==> config.mk <==
export PLATFORM = sky130hd
export DESIGN_NAME = rxs_stat_bank
export DESIGN_NICKNAME = d
export VERILOG_FILES = /design/src/rtl/rxs_pkg.sv /design/src/rtl/rxs_counter.sv /design/src/rtl/rxs_ctrl.sv /design/src/rtl/rxs_irq.sv /design/src/rtl/rxs_stat_bank.sv
export SDC_FILE = /design/constraint.sdc
export NUM_CORES = 1
export LEC_CHECK = 0
export ABC_AREA = 1
export BUFFER_PORTS_ARGS = -buffer_cell sky130_fd_sc_hd__clkbuf_2
export CORE_UTILIZATION = 34
export DETAILED_ROUTE_END_ITERATION = 16
export GPL_TIMING_DRIVEN = 0
export HOLD_SLACK_MARGIN = 0.05
export SYNTH_ARGS = -nofsm -noshare
export SYNTH_HDL_FRONTEND = slang
export SYNTH_SLANG_ARGS = --single-unit
==> constraint.sdc <==
create_clock -name clk -period 2.9 [get_ports clk]
set_input_delay 0.58 -clock clk [delete_from_list [all_inputs] [get_ports clk]]
set_output_delay 0.58 -clock clk [all_outputs]
set_load 0.03 [all_outputs]
==> src/rtl/rxs_pkg.sv <==
package rxs_pkg;
    localparam int REG_W      = 32;
    localparam int BE_W       = REG_W / 8;
    localparam int ADR_CTRL   = 0;
    localparam int ADR_STAT   = 1;
    localparam int ADR_MASK   = 2;
    localparam int ADR_CNT0   = 4;
    localparam int CTRL_WIPE  = 0;
    localparam int CTRL_SAT   = 1;

    typedef enum logic {
        ST_RUN  = 1'b0,
        ST_WIPE = 1'b1
    } wipe_state_e;
endpackage

==> src/rtl/rxs_counter.sv <==
module rxs_counter #(
    parameter int CNT_W = 32
) (
    input  logic             clk,
    input  logic             rst_n,
    input  logic             inc,
    input  logic             wipe,
    input  logic             sat,
    output logic [CNT_W-1:0] q,
    output logic             msb_rise
);
    localparam logic [CNT_W-1:0] ONE = CNT_W'(1);

    logic [CNT_W-1:0] d;

    always_comb begin
        d = q;
        if (wipe) begin
            d = '0;
        end else if (inc) begin
            if (sat && (&q)) begin
                d = q;
            end else begin
                d = q + ONE;
            end
        end
    end

    assign msb_rise = !q[CNT_W-1] && d[CNT_W-1];

    always_ff @(posedge clk or negedge rst_n) begin
        if (!rst_n) begin
            q <= '0;
        end else begin
            q <= d;
        end
    end
endmodule

==> src/rtl/rxs_ctrl.sv <==
module rxs_ctrl (
    input  logic clk,
    input  logic rst_n,
    input  logic ctrl_wr,
    input  logic wipe_req,
    input  logic sat_wdata,
    output logic wipe,
    output logic sat_mode
);
    import rxs_pkg::*;

    wipe_state_e state_q;
    wipe_state_e state_d;

    always_comb begin
        state_d = state_q;
        unique case (state_q)
            ST_RUN:  state_d = (ctrl_wr && wipe_req) ? ST_WIPE : ST_RUN;
            ST_WIPE: state_d = (ctrl_wr && wipe_req) ? ST_WIPE : ST_RUN;
            default: state_d = ST_RUN;
        endcase
    end

    always_ff @(posedge clk or negedge rst_n) begin
        if (!rst_n) begin
            state_q <= ST_RUN;
        end else begin
            state_q <= state_d;
        end
    end

    always_comb begin
        wipe = 1'b0;
        unique case (state_q)
            ST_RUN:  wipe = 1'b0;
            ST_WIPE: wipe = 1'b1;
            default: wipe = 1'b0;
        endcase
    end

    always_ff @(posedge clk or negedge rst_n) begin
        if (!rst_n) begin
            sat_mode <= 1'b0;
        end else if (ctrl_wr) begin
            sat_mode <= sat_wdata;
        end
    end
endmodule

==> src/rtl/rxs_irq.sv <==
module rxs_irq #(
    parameter int NUM_CNT = 13
) (
    input  logic               clk,
    input  logic               rst_n,
    input  logic [NUM_CNT-1:0] rise,
    input  logic [NUM_CNT-1:0] clr,
    input  logic               wipe,
    input  logic [NUM_CNT-1:0] mask,
    output logic [NUM_CNT-1:0] stat,
    output logic               irq
);
    logic [NUM_CNT-1:0] stat_d;

    always_comb begin
        if (wipe) begin
            stat_d = '0;
        end else begin
            stat_d = (stat & ~clr) | rise;
        end
    end

    always_ff @(posedge clk or negedge rst_n) begin
        if (!rst_n) begin
            stat <= '0;
        end else begin
            stat <= stat_d;
        end
    end

    assign irq = |(stat & ~mask);
endmodule

==> src/rtl/rxs_stat_bank.sv <==
module rxs_stat_bank #(
    parameter int CNT_W    = 32,
    parameter int NUM_CNT  = 13,
    parameter int STAT_LSB = 11,
    parameter int ADDR_W   = 5
) (
    input  logic               clk,
    input  logic               rst_n,
    input  logic [NUM_CNT-1:0] ev_strobe,
    input  logic [ADDR_W-1:0]  reg_addr,
    input  logic               reg_wr,
    input  logic               reg_rd,
    input  logic [3:0]         reg_be,
    input  logic [31:0]        reg_wdata,
    output logic [31:0]        reg_rdata,
    output logic               irq
);
    import rxs_pkg::*;

    localparam int STAT_MSB = STAT_LSB + NUM_CNT - 1;

    logic [CNT_W-1:0]   cnt_q [NUM_CNT];
    logic [NUM_CNT-1:0] rise;
    logic [NUM_CNT-1:0] clr;
    logic [NUM_CNT-1:0] cnt_sel;
    logic [NUM_CNT-1:0] stat;
    logic [NUM_CNT-1:0] mask_q;
    logic [NUM_CNT-1:0] mask_d;
    logic               wipe;
    logic               sat_mode;
    logic               ctrl_wr;
    logic               mask_wr;
    logic [REG_W-1:0]   stat_word;
    logic [REG_W-1:0]   mask_word;
    logic [REG_W-1:0]   cnt_word;

    assign ctrl_wr = reg_wr && reg_be[0] && (reg_addr == ADDR_W'(ADR_CTRL));
    assign mask_wr = reg_wr && (reg_addr == ADDR_W'(ADR_MASK));

    rxs_ctrl u_ctrl (
        .clk       (clk),
        .rst_n     (rst_n),
        .ctrl_wr   (ctrl_wr),
        .wipe_req  (reg_wdata[CTRL_WIPE]),
        .sat_wdata (reg_wdata[CTRL_SAT]),
        .wipe      (wipe),
        .sat_mode  (sat_mode)
    );

    for (genvar i = 0; i < NUM_CNT; i++) begin : g_cnt
        assign cnt_sel[i] = (reg_addr == ADDR_W'(ADR_CNT0 + i));
        assign clr[i]     = reg_rd && reg_be[0] && cnt_sel[i];

        rxs_counter #(.CNT_W(CNT_W)) u_cnt (
            .clk      (clk),
            .rst_n    (rst_n),
            .inc      (ev_strobe[i]),
            .wipe     (wipe),
            .sat      (sat_mode),
            .q        (cnt_q[i]),
            .msb_rise (rise[i])
        );

        assign mask_d[i] = reg_be[(STAT_LSB + i) / 8] ? reg_wdata[STAT_LSB + i] : mask_q[i];
    end

    always_ff @(posedge clk or negedge rst_n) begin
        if (!rst_n) begin
            mask_q <= '0;
        end else if (mask_wr) begin
            mask_q <= mask_d;
        end
    end

    rxs_irq #(.NUM_CNT(NUM_CNT)) u_irq (
        .clk   (clk),
        .rst_n (rst_n),
        .rise  (rise),
        .clr   (clr),
        .wipe  (wipe),
        .mask  (mask_q),
        .stat  (stat),
        .irq   (irq)
    );

    always_comb begin
        stat_word = '0;
        mask_word = '0;
        stat_word[STAT_MSB:STAT_LSB] = stat;
        mask_word[STAT_MSB:STAT_LSB] = mask_q;
    end

    always_comb begin
        cnt_word = '0;
        for (int i = 0; i < NUM_CNT; i++) begin
            if (cnt_sel[i]) begin
                cnt_word = REG_W'(cnt_q[i]);
            end
        end
    end

    always_comb begin
        if (reg_addr == ADDR_W'(ADR_CTRL)) begin
            reg_rdata = REG_W'({sat_mode, wipe});
        end else if (reg_addr == ADDR_W'(ADR_STAT)) begin
            reg_rdata = stat_word;
        end else if (reg_addr == ADDR_W'(ADR_MASK)) begin
            reg_rdata = mask_word;
        end else begin
            reg_rdata = cnt_word;
        end
    end
endmodule

# Word level (Yosys, flattened, before mapping)
# Index checks and enable logic that the tools add are counted.
[word_totals] ff_bits=444 inputBits=58 output_inout_bits=33 elab_cells=236
[classes] n_addsub=13 n_eq_ne=28 n_mux=58 bitwise=6 n_reduce_logical=100
[op_table] operator="$mux W32" count=55
[op_table] operator="$add A32 B1 Y32 const B" count=13
[op_table] operator="$reduce_and A32 Y1" count=13
[op_table] operator="$logic_and A1 B1 Y1" count=44
[op_table] operator="$eq A5 B4 Y1 const B" count=8
[op_table] operator="$reduce_and A2 Y1" count=15
[op_table] operator="$and A13 B13 Y13" count=2
[op_table] operator="$ne A2 B2 Y1 const B" count=13
[op_table] operator="$not A13 Y13" count=2
[op_table] operator="$reduce_bool A2 Y1" count=13
[op_table] operator="$eq A5 B3 Y1 const B" count=4
[op_table] operator="$logic_not A1 Y1" count=13
[op_table] operator="$mux W13" count=1
[op_table] operator="$or A13 B13 Y13" count=1
[op_table] operator="$reduce_or A13 Y1" count=1
[op_table] operator="$eq A5 B1 Y1 const B" count=1
[op_table] operator="$eq A5 B2 Y1 const B" count=1
[op_table] operator="$eq A5 B5 Y1 const B" count=1
[op_table] operator="$logic_not A5 Y1" count=1
[op_table] operator="$pmux W1 S2" count=1
[op_table] operator="$mux W1" count=1
[op_table] operator="$not A1 Y1" count=1

# Logic depth before layout (Yosys ltp)
# Gate-level depths: netlist of run 1.
[depth] word_depth=17 mapped_depth=16 mapped_depth_nobuf=15

# Modules after synthesis
# From an unflattened synthesis of run 1, not the netlist that was laid out.
[unflattened] cells_unflattened=5734 area_unflattened_um2=35133.7
[by_module_without_submodules] mod="rxs_counter" n_inst=13 cells_per_inst=360 area_per_inst_um2=2302.2 seq_area_each_um2=800.8
[by_module_without_submodules] mod="rxs_stat_bank" n_inst=1 cells_per_inst=954 area_per_inst_um2=4484.3 seq_area_each_um2=325.3
[by_module_without_submodules] mod="rxs_irq" n_inst=1 cells_per_inst=92 area_per_inst_um2=648.1 seq_area_each_um2=325.3
[by_module_without_submodules] mod="rxs_ctrl" n_inst=1 cells_per_inst=8 area_per_inst_um2=72.6 seq_area_each_um2=50.0

# Worst setup path before layout of run 1
# Ideal clock, no wire load.
[synth_path] kind="input to output" start="input port reg_addr[4]" end="output port reg_rdata[29]" arrival_ps=2322 required_ps=2320 slack_ps=-2 path_stages=11 n_path_buf=2 cell_sequence="inv_1 > buf_2 > nand3_1 > nor2_1 > clkbuf_1 > nand2_1 > nand3_1 > o21ai_0 > nand4_1 > nand2_1 > a21oi_1"
[synth_via] elab_chain_len=17 elab_cells_between_ends=32 cone_classes="15 x eq/ne; 16 x mux; 1 x reduce/logical"
[synth_lines] item="start, declared" line="rxs_stat_bank.sv:10" rtl="input logic [ADDR_W-1:0] reg_addr,"
[synth_lines] item="$eq A5 B3 Y1" line="rxs_stat_bank.sv:51" rtl="assign cnt_sel[i] = (reg_addr == ADDR_W'(ADR_CNT0 + i));"
[synth_lines] item="$mux W32 (13 in a row)" line="rxs_stat_bank.sv:96" rtl="if (cnt_sel[i]) begin"
[synth_lines] item="$mux W32" line="rxs_stat_bank.sv:107" rtl="end else if (reg_addr == ADDR_W'(ADR_MASK)) begin"
[synth_lines] item="$mux W32" line="rxs_stat_bank.sv:105" rtl="end else if (reg_addr == ADDR_W'(ADR_STAT)) begin"
[synth_lines] item="$mux W32 (*)" line="rxs_stat_bank.sv:103" rtl="if (reg_addr == ADDR_W'(ADR_CTRL)) begin"
[synth_lines] item="end, declared" line="rxs_stat_bank.sv:15" rtl="output logic [31:0] reg_rdata,"
# Every way passes the cells marked *; elsewhere a longest branch is shown, timed or not.

# Worst setup path in the final report of run 1
[layout_path] start="input port reg_addr[4]" end="output port reg_rdata[16]"
# Same word-level chain as after synthesis.

==> results.cfg, run 1 <==
[run_status]
status = finished with violations
failed_checks = setup timing

[global_routing]
grt_usage_pct = 32.1
grt_pass1_vias = 34100
overflow = 0
grt_pass1_wl_um = 226000
grt_start_max_net_pins = 102
antenna_found_initial = 3

[place]
placed_cell_area_um2 = 34100
dp_cells = 6047
gp_congestion = 1.07
io_buffer_count = 67
hpwl_um = 118000
pre_cts_slack_ps = -1630

[power_and_ir_drop]
report.power.total_mw = 20.4
cellLeakagePower_nw = 16.4
vdd_drop_max_v = 0.000444
powerDensity_nw_per_um2 = 513

[synthesis]
synth_fp_nets = 4790
synth-edff-count = 0
syn_avg_cell_area_um2 = 6.77
synth_compound_area_share_pct = 11.2
synth_commonest_cells = nand2_1 (1,125), inv_1 (690), dfrtp_1 (444), nor2_1 (429), nand4_1 (366)
synth_cell_type_count = 47
syn_area_um2 = 32000
synthMuxAreaShare_pct = 0.317
yosys.area.top_type = dfrtp_1
synth_top_family_by_area = simple AND/OR/NAND/NOR gates
synth_fa_ha_area_share_pct = 0.509
syn_inst = 4719
yosysMostFrequentCell = nand2_1
synth-xor-area-share_pct = 7.45
ys_seq_area_share_pct = 34.8
synthTopCellsByArea = dfrtp_1 (35%), nand2_1 (13%), inv_1 (8.1%)
netlist.area_leader.share_pct = 34.8
ys.flop_type = dfrtp_1
yosysWarnings = 0
synth-simple-area-share_pct = 35.5
synth-seq-cells = 444
synthArstFlopShare_pct = 100

[cts]
clkTransAtPathRegs_ps = 50
cts_buffer_depth = 3
clk_latency_ps = 690
cts_sinks = 444
cts_tree = yes
htreeDepth = 2
root_buffer = clkbuf_16
tritoncts.num_buffers = 57

[worst_setup_path]
arrival_ps = 2860
ff2ff_path_depth = 5
critPathCaptureType = primary output
crit_buf_inv = 6
r2r_end = g_cnt[9].u_cnt.q[27]
crit_start = reg_addr[4]
worstPathMaxFanout = 6
slowest_delay_ps = 270
path_cells = clkbuf_16, inv_8, buf_8, nand2_4, nor2_4, buf_8, nand2_4, nand2_4, nor2_4, nand4_1, nand2_2, nand4_1, nor2_2, nand4_1, nand2_2, inv_2, buf_8
regToRegSetupSlack_ps = 10
r2r_start = u_ctrl.state_q
start_kind = input pin
slowest_stage = nand4_1
crit_required_ps = 2320
critical-path-top-delay-family = simple AND/OR/NAND/NOR gates
setup.worst_path.class = in -> out

[timing]
finalHoldViolCount = 0
setup_violations = 32
setup_slack_ps = -537
timing.final.crit_share_pct = 119
worstMarginPinSlew_ps = 1390
maxSlewViolCount = 0
hold_ws_ps = 75.7
max_freq_mhz = 291
rsz0062_at_grt = true
clock_skew_ps = 43.5
min_period_ps = 3440
tns_ps = -12020
max_slew_margin_pct = 7.37

[layout]
utilization_pct = 42.6
layout-drive-gt1-share_pct = 15.2
syn_to_final_growth_pct = 24.3
design_area_um2 = 39700
fill_cells = 9694
instances_no_fill = 6271
fin_nets = 5042

[die]
ioPinCount = 91
die_y_um = 309
start_util_pct = 34.3
core_area_um2 = 93200
die_area_um2 = 95200
die_w_um = 309
rows = 112

[route]
vias = 35900
route.detailed.drc = 0
drt_pass1_iterations = 6
wirelength_um = 155000
met1Wirelength_um = 64200
met2_length_um = 66800
routed.top_layer = met5
first_iter_violations = 4351
met3_length_um = 15600
wl_per_cell_um = 24.7
vias_per_cell = 5.72
antenna_left = 0

[hold_path]
worstHoldEndpoint = u_ctrl.state_q
min-delay-start = reg_wdata[0]
hp-class = in -> reg
hold_depth = 3

[run]
drv_cap = 0
[cells by family (layout without fill, tap and decap cells)]
| kind of cell | count (synthesis) | count (layout) |
|---|---|---|
| adder cells (fa/ha/maj) | 13 | 13 |
| buffers and inverters | 868 | 1162 |
| AO/OA/AOI/OAI | 597 | 597 |
| flip-flops | 444 | 444 |
| other | 0 | 3 |
| AND/OR/NAND/NOR | 2516 | 2517 |
| multiplexers | 9 | 9 |
| XOR/XNOR | 272 | 272 |
[worst max path at each step]
stage,endpoint,depth (start not counted)
2_1_floorplan,reg_rdata[24],12
3_3_place_gp,g_cnt[5].u_cnt.q[10],1
3_5_place_dp,reg_rdata[24],15
4_1_cts,reg_rdata[30],15
5_1_grt,reg_rdata[11],16
6_report,reg_rdata[16],17
[sequential cells by signal (all words and copies together) (netlist names)]
register	count
g_cnt.u_cnt.q	416
u_irq.stat	13
u_ctrl.state_q	1
mask_q	13
u_ctrl.sat_mode	1
[layer usage]
| metal | vias to the layer above | global-route usage [%] |
|---|---|---|
| li1 | 16300 | - |
| met1 | 17300 | 43.1 |
| met2 | 1826 | 48.4 |
| met3 | 386 | 7.21 |
| met4 | 6 | 16.0 |
| met5 | - | 0 |
[timing repair]
item | in CTS | in global routing
gates cloned | 4 | 1
pin swaps | 184 | 171
endpoints found under the setup margin | 377 | 248
resized for setup | 628 | 155
hold endpoints to repair | 44 | 0
buffers inserted | 87 | 27
hold buffers | 1 | 0
[tightest hold or removal path: stages]
cell and delay [ps]:
clkbuf_2 80, inv_1 40, nor2_1 40
[report_power, final]
group | switching (mW) | total, mW | internal, mW
clock network | 3.12 | 7.53 | 4.41
logic | 3.01 | 4.41 | 1.40
registers | 1.34 | 8.42 | 7.08
total | 7.47 | 20.4 | 12.9
[layout by cell type, fill, tap and decap left out, drive strengths merged, types with 3 or more instances in the layout]
master	instances
xor2	264
nor2	430
nand4	366
nor4	80
o32ai	87
clkbuf	259
a211oi	11
a21oi	82
nand3	180
mux2	9
nand2	1128
o31ai	11
o2111ai	7
bufinv	3
buf	182
nand3b	12
o41ai	21
clkinv	15
ha	13
diode	3
xnor2	8
o22ai	14
inv	692
nor3b	11
o21ai	356
or2	20
dfrtp	444
nor3	288
clkdlybuf4s15	8
[area by class of cell]
type	count	area (um2)	share of cell area [%]
Inverter	695	2650	6.67
Buffer	172	972	2.45
Sequential cell	444	11200	28.1
Tap cell	1254	1570	3.95
Clock buffer	85	1750	4.41
Clock inverter	17	195	0.491
Antenna cell	3	7.51	0.0189
Timing Repair Buffer	193	1940	4.89
Multi-Input combinational cell	3408	19500	49.0
No activity file was read; power rests on OpenSTA's default activity.
==> inputs of run 2 (changes only) <==
--- a/config.mk
+++ b/config.mk
@@ -7,7 +7,7 @@
 export LEC_CHECK = 0
 export ABC_AREA = 1
 export BUFFER_PORTS_ARGS = -buffer_cell sky130_fd_sc_hd__clkbuf_2
-export CORE_UTILIZATION = 34
+export CORE_UTILIZATION = 44
 export DETAILED_ROUTE_END_ITERATION = 16
 export GPL_TIMING_DRIVEN = 0
 export HOLD_SLACK_MARGIN = 0.05
==> results.cfg, run 2 (same netlist as run 1, synthesis figures left out) <==
[worst_setup_path]
path_cells = clkbuf_16, inv_8, buf_12, nand2_4, nor2_4, clkbuf_8, nand2_4, o21ai_4, a211oi_4, nand4_1, nand2_2, nand4_1, nand2_1, nand2_2, clkbuf_8
crit_required_ps = 2320
setup.worst_path.class = in -> out
critPathCaptureType = primary output
worstPathMaxFanout = 6
slowest_delay_ps = 390
arrival_ps = 2880
slowest_stage = nand4_1
start_kind = input pin

[cts]
htreeDepth = 2
clkTransAtPathRegs_ps = 60
root_buffer = clkbuf_16
cts_tree = yes
tritoncts.num_buffers = 56
clk_latency_ps = 640
cts_sinks = 444
cts_buffer_depth = 3

[layout]
final_common_cell = nand2_1
ff_latch_area_um2 = 11100
instances_no_fill = 5940
layout-drive-gt1-share_pct = 14.5
multi_input_area_um2 = 19400
largest_reg_flops = 416
final_cell_mix = nand2_1 (1,016), inv_1 (647), dfrtp_1 (413)
fill_cells = 7052
syn_to_final_growth_pct = 22.2
regMostFlops = g_cnt.u_cnt.q
reg_top3 = g_cnt.u_cnt.q x416, mask_q x13, u_irq.stat x13
fin_nets = 5016
design_area_um2 = 39100

[run_status]
status = finished with violations
failed_checks = capacitance limit, slew limit, setup timing

[timing]
finalHoldViolCount = 0
maxSlewViolCount = 11
timing.final.crit_share_pct = 119
min_period_ps = 3460
clock_skew_ps = 14.8
hold_ws_ps = 128
worstMarginPinSlew_ps = 1560
setup_violations = 34
setup_slack_ps = -557
rsz0062_at_grt = true
max_freq_mhz = 289
max_slew_margin_pct = -3.69

[route]
wirelength_um = 155000
first_iter_violations = 4644
vias = 36200
route.detailed.drc = 0
wl_per_cell_um = 26.2
antenna_left = 0
vias_per_cell = 6.10
drt_pass1_iterations = 9

[power_and_ir_drop]
powerDensity_nw_per_um2 = 529
cellLeakagePower_nw = 16.3
vdd_drop_max_v = 0.000492

[die]
rows = 98
die_y_um = 272
die_area_um2 = 73700
ioPinCount = 91
start_util_pct = 44.6
core_area_um2 = 71700
die_w_um = 272

[global_routing]
grt_pass1_vias = 34200
antenna_found_initial = 5
grt_usage_pct = 41.5
grt_start_max_net_pins = 106
overflow = 0
grt_pass1_wl_um = 228000

[hold_path]
hp-class = in -> reg

[run]
drv_cap = 1

[place]
io_buffer_count = 67
gp_congestion = 1.07
hpwl_um = 119000
placed_cell_area_um2 = 33600
dp_cells = 5741
[run 2: changes by cell type in the layout (fill, tap and decap cells not counted), moves of 4 or more]
cell / before / now
a21oi_2: 6 / 11
a21oi_4: 11 / 6
buf_4: 93 / 72
bufinv_16: 3 / 10
clkbuf_16: 66 / 62
clkinv_2: 11 / 15
dfrtp_1: 402 / 413
dfrtp_2: 42 / 31
inv_1: 640 / 647
inv_2: 46 / 40
nand2_2: 65 / 72
nor2_2: 24 / 20
nor2_4: 44 / 48
[run 2: power by group]
| part | switching (mW) | internal, mW | leakage, nW |
|---|---|---|---|
| combinational | 2.96 | 1.34 | 9.46 |
| clock | 3.08 | 4.80 | 1.00 |
| sequential | 1.40 | 7.07 | 5.80 |
| total | 7.44 | 13.2 | 16.3 |
[run 2: cell type report]
type | instances | area share (%)
Clock buffer | 76 | 4.19
Antenna cell | 3 | 0.0192
Clock inverter | 24 | 0.955
Inverter | 695 | 6.75
Buffer | 172 | 2.49
Sequential cell | 444 | 28.5
Multi-Input combinational cell | 3408 | 49.7
Timing Repair Buffer | 168 | 4.33
Tap cell | 950 | 3.04
[run 2: worst paths after layout]
kind / endpoint / depth (start not counted) / from / slack, ps
worst max-delay path: reg_rdata[30] / 15 / reg_addr[4] / -560
worst min-delay path: u_ctrl.state_q / 3 / reg_wdata[0] / 130
worst max register to register: g_cnt[3].u_cnt.q[26] / 5 / u_ctrl.state_q / -30
worst min register to register: g_cnt[7].u_cnt.q[17] / 2 / g_cnt[7].u_cnt.q[17] / 530
max in group asynchronous: g_cnt[12].u_cnt.q[5] / 4 / rst_n / 1020
min in group asynchronous: g_cnt[4].u_cnt.q[25] / 2 / rst_n / 490
[run 2: critical path, delay by kind of cell]
kind / cells / cell delay (ps)
simple gates: 8 / 1270
buf+inv: 5 / 630
compound gates: 2 / 390
[run 2: per-stage QoR]
step,setup TNS (ps),setup WS (ps),utilization [%],total power [mW]
2_1_floorplan,0,19.1,-,10.3
3_3_place_gp,-4461630,-9690,46.7,12.1
3_5_place_dp,-128860,-1710,46.9,12.1
4_1_cts,-9350,-443,53.4,20.4
5_1_grt,-11490,-553,54.5,21.4
6_report,-11640,-557,54.5,20.7
[run 2: layer usage]
layer	up-vias	global-route usage, %	part of all wire, %
met5	-	0	0.0084
met4	2	19.0	5.1
met3	403	9.90	11
met2	1972	61.0	42
met1	17600	57.4	42
li1	16300	-	-
[run 2: what timing repair did]
| action | CTS | global route |
|---|---|---|
| hold buffers | 1 | 0 |
| gates resized for setup | 582 | 191 |
| cloned | 6 | 0 |
| buffers inserted | 62 | 30 |
| pin swaps | 160 | 153 |
| endpoints found under the setup margin | 352 | 226 |
| hold endpoints to repair | 54 | 0 |
